File: config.mk
export PLATFORM = sky130hd
export DESIGN_NAME = fpcsr_top
export DESIGN_NICKNAME = d
export VERILOG_FILES = /design/src/rtl/fpcsr_pkg.sv /design/src/rtl/fpcsr_rst_sync.sv /design/src/rtl/fpcsr_flag_acc.sv /design/src/rtl/fpcsr_round_dec.sv /design/src/rtl/fpcsr_top.sv
export SDC_FILE = /design/constraint.sdc
export NUM_CORES = 1
export LEC_CHECK = 0
export BUFFER_PORTS_ARGS = -buffer_cell sky130_fd_sc_hd__buf_2
export CAP_MARGIN = 20
export CORE_UTILIZATION = 33
export CTS_CLUSTER_SIZE = 16
export DETAILED_ROUTE_END_ITERATION = 6
export PLACE_DENSITY_LB_ADDON = 0.3
export SETUP_SLACK_MARGIN = 0.1
export SYNTH_ARGS = -nofsm -noshare
export SYNTH_HDL_FRONTEND = slang
export SYNTH_SLANG_ARGS = --single-unit
export TNS_END_PERCENT = 20
File: constraint.sdc
create_clock -name clk -period 0.8 [get_ports clk]
set_clock_uncertainty 0.2 [all_clocks]
set_input_delay 0.12 -clock clk [delete_from_list [all_inputs] [get_ports clk]]
set_output_delay 0.12 -clock clk [all_outputs]
set_load 0.01 [all_outputs]
File: src/rtl/fpcsr_pkg.sv
package fpcsr_pkg;
  localparam int unsigned CSR_W    = 32;
  localparam int unsigned FLAG_N   = 5;
  localparam int unsigned MODE_W   = 3;
  localparam int unsigned MODE_LSB = 16;
  localparam int unsigned TE_LSB   = 8;
  localparam int unsigned FLAG_LSB = 0;

  typedef enum logic [1:0] {
    RND_NEAREST = 2'd0,
    RND_ZERO    = 2'd1,
    RND_POS     = 2'd2,
    RND_NEG     = 2'd3
  } rnd_e;

  function automatic logic [CSR_W-1:0] field_mask(input int unsigned lsb, input int unsigned w);
    logic [CSR_W-1:0] m;
    m = '0;
    for (int unsigned i = 0; i < w; i++) m[lsb+i] = 1'b1;
    return m;
  endfunction
endpackage

File: src/rtl/fpcsr_rst_sync.sv
module fpcsr_rst_sync #(
  parameter int unsigned STAGES = 2
) (
  input  logic clk,
  input  logic rst_n,
  output logic rst_n_sync
);
  logic [STAGES-1:0] sync_q;

  always_ff @(posedge clk or negedge rst_n) begin
    if (!rst_n) sync_q <= '0;
    else        sync_q <= {sync_q[STAGES-2:0], 1'b1};
  end

  assign rst_n_sync = sync_q[STAGES-1];
endmodule

File: src/rtl/fpcsr_flag_acc.sv
module fpcsr_flag_acc #(
  parameter int unsigned N = 5
) (
  input  logic         clk,
  input  logic         rst_n,
  input  logic         load,
  input  logic [N-1:0] load_val,
  input  logic [N-1:0] set_in,
  output logic [N-1:0] flags
);
  for (genvar g = 0; g < N; g++) begin : g_bit
    logic d;
    logic q;

    always_comb begin
      if (load) d = load_val[g];
      else      d = q | set_in[g];
    end

    always_ff @(posedge clk or negedge rst_n) begin
      if (!rst_n) q <= 1'b0;
      else        q <= d;
    end

    assign flags[g] = q;
  end
endmodule

File: src/rtl/fpcsr_round_dec.sv
module fpcsr_round_dec
  import fpcsr_pkg::*;
#(
  parameter int unsigned MW = 3
) (
  input  logic          clk,
  input  logic          rst_n,
  input  logic          wr_en,
  input  logic [MW-1:0] new_mode,
  input  logic [MW-1:0] old_mode,
  output rnd_e          rnd_mode,
  output logic          err
);
  logic changed;
  logic legal;
  logic upd_en;
  rnd_e rnd_d;
  logic err_d;
  rnd_e rnd_q;
  logic err_q;

  always_comb begin
    changed = wr_en && (new_mode != old_mode);
    legal   = (new_mode < MW'(4));
    upd_en  = changed && legal;
    err_d   = changed && !legal;
    case (new_mode[1:0])
      2'd0:    rnd_d = RND_NEAREST;
      2'd1:    rnd_d = RND_ZERO;
      2'd2:    rnd_d = RND_POS;
      default: rnd_d = RND_NEG;
    endcase
  end

  always_ff @(posedge clk or negedge rst_n) begin
    if (!rst_n)      rnd_q <= RND_NEAREST;
    else if (upd_en) rnd_q <= rnd_d;
  end

  always_ff @(posedge clk or negedge rst_n) begin
    if (!rst_n) err_q <= 1'b0;
    else        err_q <= err_d;
  end

  assign rnd_mode = rnd_q;
  assign err      = err_q;
endmodule

File: src/rtl/fpcsr_top.sv
module fpcsr_top
  import fpcsr_pkg::*;
#(
  parameter int unsigned W      = CSR_W,
  parameter int unsigned NF     = FLAG_N,
  parameter int unsigned MW     = MODE_W,
  parameter int unsigned M_LSB  = MODE_LSB,
  parameter int unsigned T_LSB  = TE_LSB,
  parameter int unsigned F_LSB  = FLAG_LSB
) (
  input  logic          clk,
  input  logic          rst_n,
  input  logic          wr_en,
  input  logic [W-1:0]  wr_data,
  input  logic [NF-1:0] flag_in,
  output logic [W-1:0]  rd_data,
  output logic [1:0]    rnd_mode,
  output logic          mode_err
);
  localparam logic [W-1:0] WR_MASK = field_mask(M_LSB, MW) | field_mask(T_LSB, NF);

  logic          rst_n_s;
  logic [W-1:0]  store_d;
  logic [W-1:0]  store_q;
  logic [NF-1:0] flags;
  logic [W-1:0]  flags_pos;
  rnd_e          rnd_int;

  fpcsr_rst_sync #(.STAGES(2)) u_rst (
    .clk        (clk),
    .rst_n      (rst_n),
    .rst_n_sync (rst_n_s)
  );

  always_comb begin
    store_d = wr_data & WR_MASK;
  end

  always_ff @(posedge clk or negedge rst_n_s) begin
    if (!rst_n_s)   store_q <= '0;
    else if (wr_en) store_q <= store_d;
  end

  fpcsr_flag_acc #(.N(NF)) u_flags (
    .clk      (clk),
    .rst_n    (rst_n_s),
    .load     (wr_en),
    .load_val (wr_data[T_LSB +: NF]),
    .set_in   (flag_in),
    .flags    (flags)
  );

  fpcsr_round_dec #(.MW(MW)) u_rnd (
    .clk      (clk),
    .rst_n    (rst_n_s),
    .wr_en    (wr_en),
    .new_mode (wr_data[M_LSB +: MW]),
    .old_mode (store_q[M_LSB +: MW]),
    .rnd_mode (rnd_int),
    .err      (mode_err)
  );

  always_comb begin
    flags_pos = '0;
    flags_pos[F_LSB +: NF] = flags;
    rd_data   = store_q | flags_pos;
    rnd_mode  = rnd_int;
  end
endmodule

==> qor.yml <==
global_route:
  grt_usage_pct: 11.0
  antenna_found_initial: 0
  grt_pass1_vias: 556
  globalRouteOverflowTotal: 0
  grt_first_pass_wirelength_um: 2190
  grt_max_degree: 11
sta:
  finalCritPeriodShare_pct: 195
  finalHoldViolCount: 34
  worst_hold_slack_ns: -0.157
  fin_ws_ns: -0.763
  grt_setup_unrepaired: "yes"
  final_max_slew_viol_count: 0
  timing.final.crit_period_ns: 1.56
  setup_violations: 28
  setup_tns_ns: -8.72
  fmax_mhz: 640
drt:
  vias: 586
  via_per_inst: 3.93
  dr.pass1.iters: 3
  ant_nets: 0
  wirelength_um: 1370
  wire_per_inst_um: 9.22
  drc: 0
  drt-initial-drc-count: 3
floorplan:
  die_x_um: 53.0
  pin_count: 75
  floorplan.initialDensity_pct: 34.9
  dieArea_mm2: 0.00280
  core_area_mm2: 0.00245
  dieHeight_um: 53.0
  num_rows: 18
setup_path:
  cpPeakStageDelay_ns: 0.42
  cpLargestDelayFamily: "flip-flops"
  crit_chain: "xor2_2, o311ai_4, mux2_1"
  worst_ep_required_time_ns: 0.78
  cp_data_arrival_time_ns: 1.55
  crit_type: "flop to flop"
  slowest_stage: "dfrtp_1"
  path_buf_inv: 0
  reg2regPathDepth: 3
  crit_cells: 3
  worst_setup_path_start_kind: "flop"
  critPathMaxFanout: 2
  reg2reg_slack_ns: -0.76
  end_kind: "flop"
clocking:
  clock_sinks: 18
  cts_tree: "built"
  hold_buffers: 1
  clock_path_buffers: 2
  clkTransAtPathRegs_ns: 0.10
  clock_latency_ns: 0.29
  ctsHtreeMaxLevel: 1
  numCtsBuffers: 3
  cts_root_buf: "clkbuf_4"
placed_design:
  placed_cell_area_um2: 963
  port_buffers: 31
  dp.cells: 141
  place.gp.congestion: 0.685
  dp_worst_setup_slack_ns: -0.787
  hpwl_um: 1040
power_and_ir_drop:
  combPwrFrac_pct: 21.2
  ir_drop_mv: 1.49
  p_per_area_mw_per_mm2: 1890
  p_clk_share_pct: 27.4
  p_seq_share_pct: 51.5
  netSwitchingFraction_pct: 27.9
  p_leak_uw: 0.000572
  p_int_uw: 1470
  switchingPower_uw: 569
min_path:
  hold_depth: 3
  hp-class: "primary input to flop"
final_layout:
  fill_cells: 247
  stdcell_count: 149
  design_area_mm2: 0.00108
  n_antenna_cell: 0
  area_growth_pct: 25.7
  fin_nets: 160
  drive_gt1_share_pct: 45.4
synthesis:
  avgSynthCellArea_um2: 10.2
  synth-seq-area-share_pct: 52.6
  synth-seq-cells: 18
  synthXorXnorAreaFrac_pct: 2.04
  netlist_area_um2: 857
  synth_cell_types: 14
  synth_mux_area_share_pct: 5.26
  synthCells: 84
  yosysWarnings: 0
  synth_top_family_by_area: "buffers and inverters"
  synth_compound_area_share_pct: 8.32
  synth-adder-area-share_pct: 0
  synthSimpleGateAreaFrac_pct: 5.84
outcome:
  status: "finished with violations"
  violations: "hold timing, setup timing"
run:
  drv_cap: 0
-- logic make-up after synthesis --
family,count (synthesis)
buf+inv,33
flops,18
simple gates,13
compound gates,12
mux,4
xor+xnor,2
other cells,2
-- tightest hold or removal path: stages --
cell	delay [ns]
buf_2	0.08
nand2_2	0.05
o21ai_2	0.05
-- power by group through the flow --
stage / clock [uW] / combinational (uW) / sequential (uW)
2_1_floorplan: 0 / 265 / 1100
3_3_place_gp: 0 / 357 / 1060
3_5_place_dp: 0 / 363 / 1060
4_1_cts: 582 / 396 / 1050
5_1_grt: 625 / 486 / 1060
6_report: 557 / 431 / 1050
-- metal layers --
layer	vias to the layer above	GRT usage (%)	wire, um
li1	290	-	-
met1	265	12.4	572
met2	31	19.2	675
met3	0	4.60	126
met4	0	2.63	0
met5	-	0	0
-- state kept, by name, indices dropped and copies added, names as in the netlist --
| register | flops |
|---|---|
| u_flags.g_bit.q | 5 |
| u_rnd.rnd_mode | 2 |
| u_rnd.err | 1 |
| u_rst.sync_q | 2 |
| store_q | 8 |
-- cell usage after synthesis --
master    number  area (um2)
o311ai_2       1        16.3
mux2_1         2        22.5
nand2_1        6        22.5
buf_2          1        5.00
inv_1          7        26.3
nor2_1         6        22.5
dfrtp_1       18         450
nor3_1         1        5.00
conb_1         2        7.51
clkbuf_1       1        3.75
xor2_1         2        17.5
mux2_2         2        22.5
o21ai_0       11        55.1
buf_4         24         180
-- placed cells by master (no fill, tap or decap) --
cell type and n:
nor2_1 5, nor3_1 1, buf_6 3, o21ai_2 3, dlygate4sd3_1 1, o21ai_1 7, o21ai_0 1, nand2_2 2
buf_2 30, xor2_2 1, buf_4 5, xor2_1 1, nand2_1 4, inv_1 5, conb_1 20, mux2_1 2
nor2_2 1, clkbuf_4 3, clkbuf_8 1, dfrtp_1 18, o311ai_4 1, mux2_2 2, inv_2 2
-- through the flow --
stage | util [%] | total power, uW
global placement | 39.2 | 1420
floorplan | - | 1370
CTS | 42.2 | 2020
global route | 43.9 | 2170
detailed placement | 39.2 | 1420
finish | 43.9 | 2040
-- worst paths after layout --
path	from	end
max in group asynchronous	u_rst.sync_q[1]$_DFF_PN0_	store_q[18]$_DFFE_PN0P_
worst max-delay path	store_q[17]$_DFFE_PN0P_	u_rnd.rnd_mode[1]$_DFFE_PN0P_
min in group asynchronous	rst_n	u_rst.sync_q[0]$_DFF_PN0_
worst max register to register	store_q[17]$_DFFE_PN0P_	u_rnd.rnd_mode[1]$_DFFE_PN0P_
worst min register to register	u_rst.sync_q[1]$_DFF_PN0_	u_flags.g_bit[2].q$_DFF_PN0_
worst min-delay path	wr_data[9]	store_q[9]$_DFFE_PN0P_
-- cell type report --
type                       instances  area, um2  area share [%]
inverter                           7       26.3            2.44
multi-input combinational         51        295            27.4
clock buffer                       4       36.3            3.37
timing repair buffer              39        231            21.5
tap                               30       37.5            3.48
sequential                        18        450            41.8
-- what timing repair did --
| item | CTS | global route |
|---|---|---|
| endpoints found under the setup margin | 32 | 32 |
| gates resized for setup | 9 | 9 |
| pin swaps | 2 | 0 |
| hold endpoints to repair | 34 | 28 |
| setup buffers | 2 | 1 |
Power figures use the tool's default switching activity.
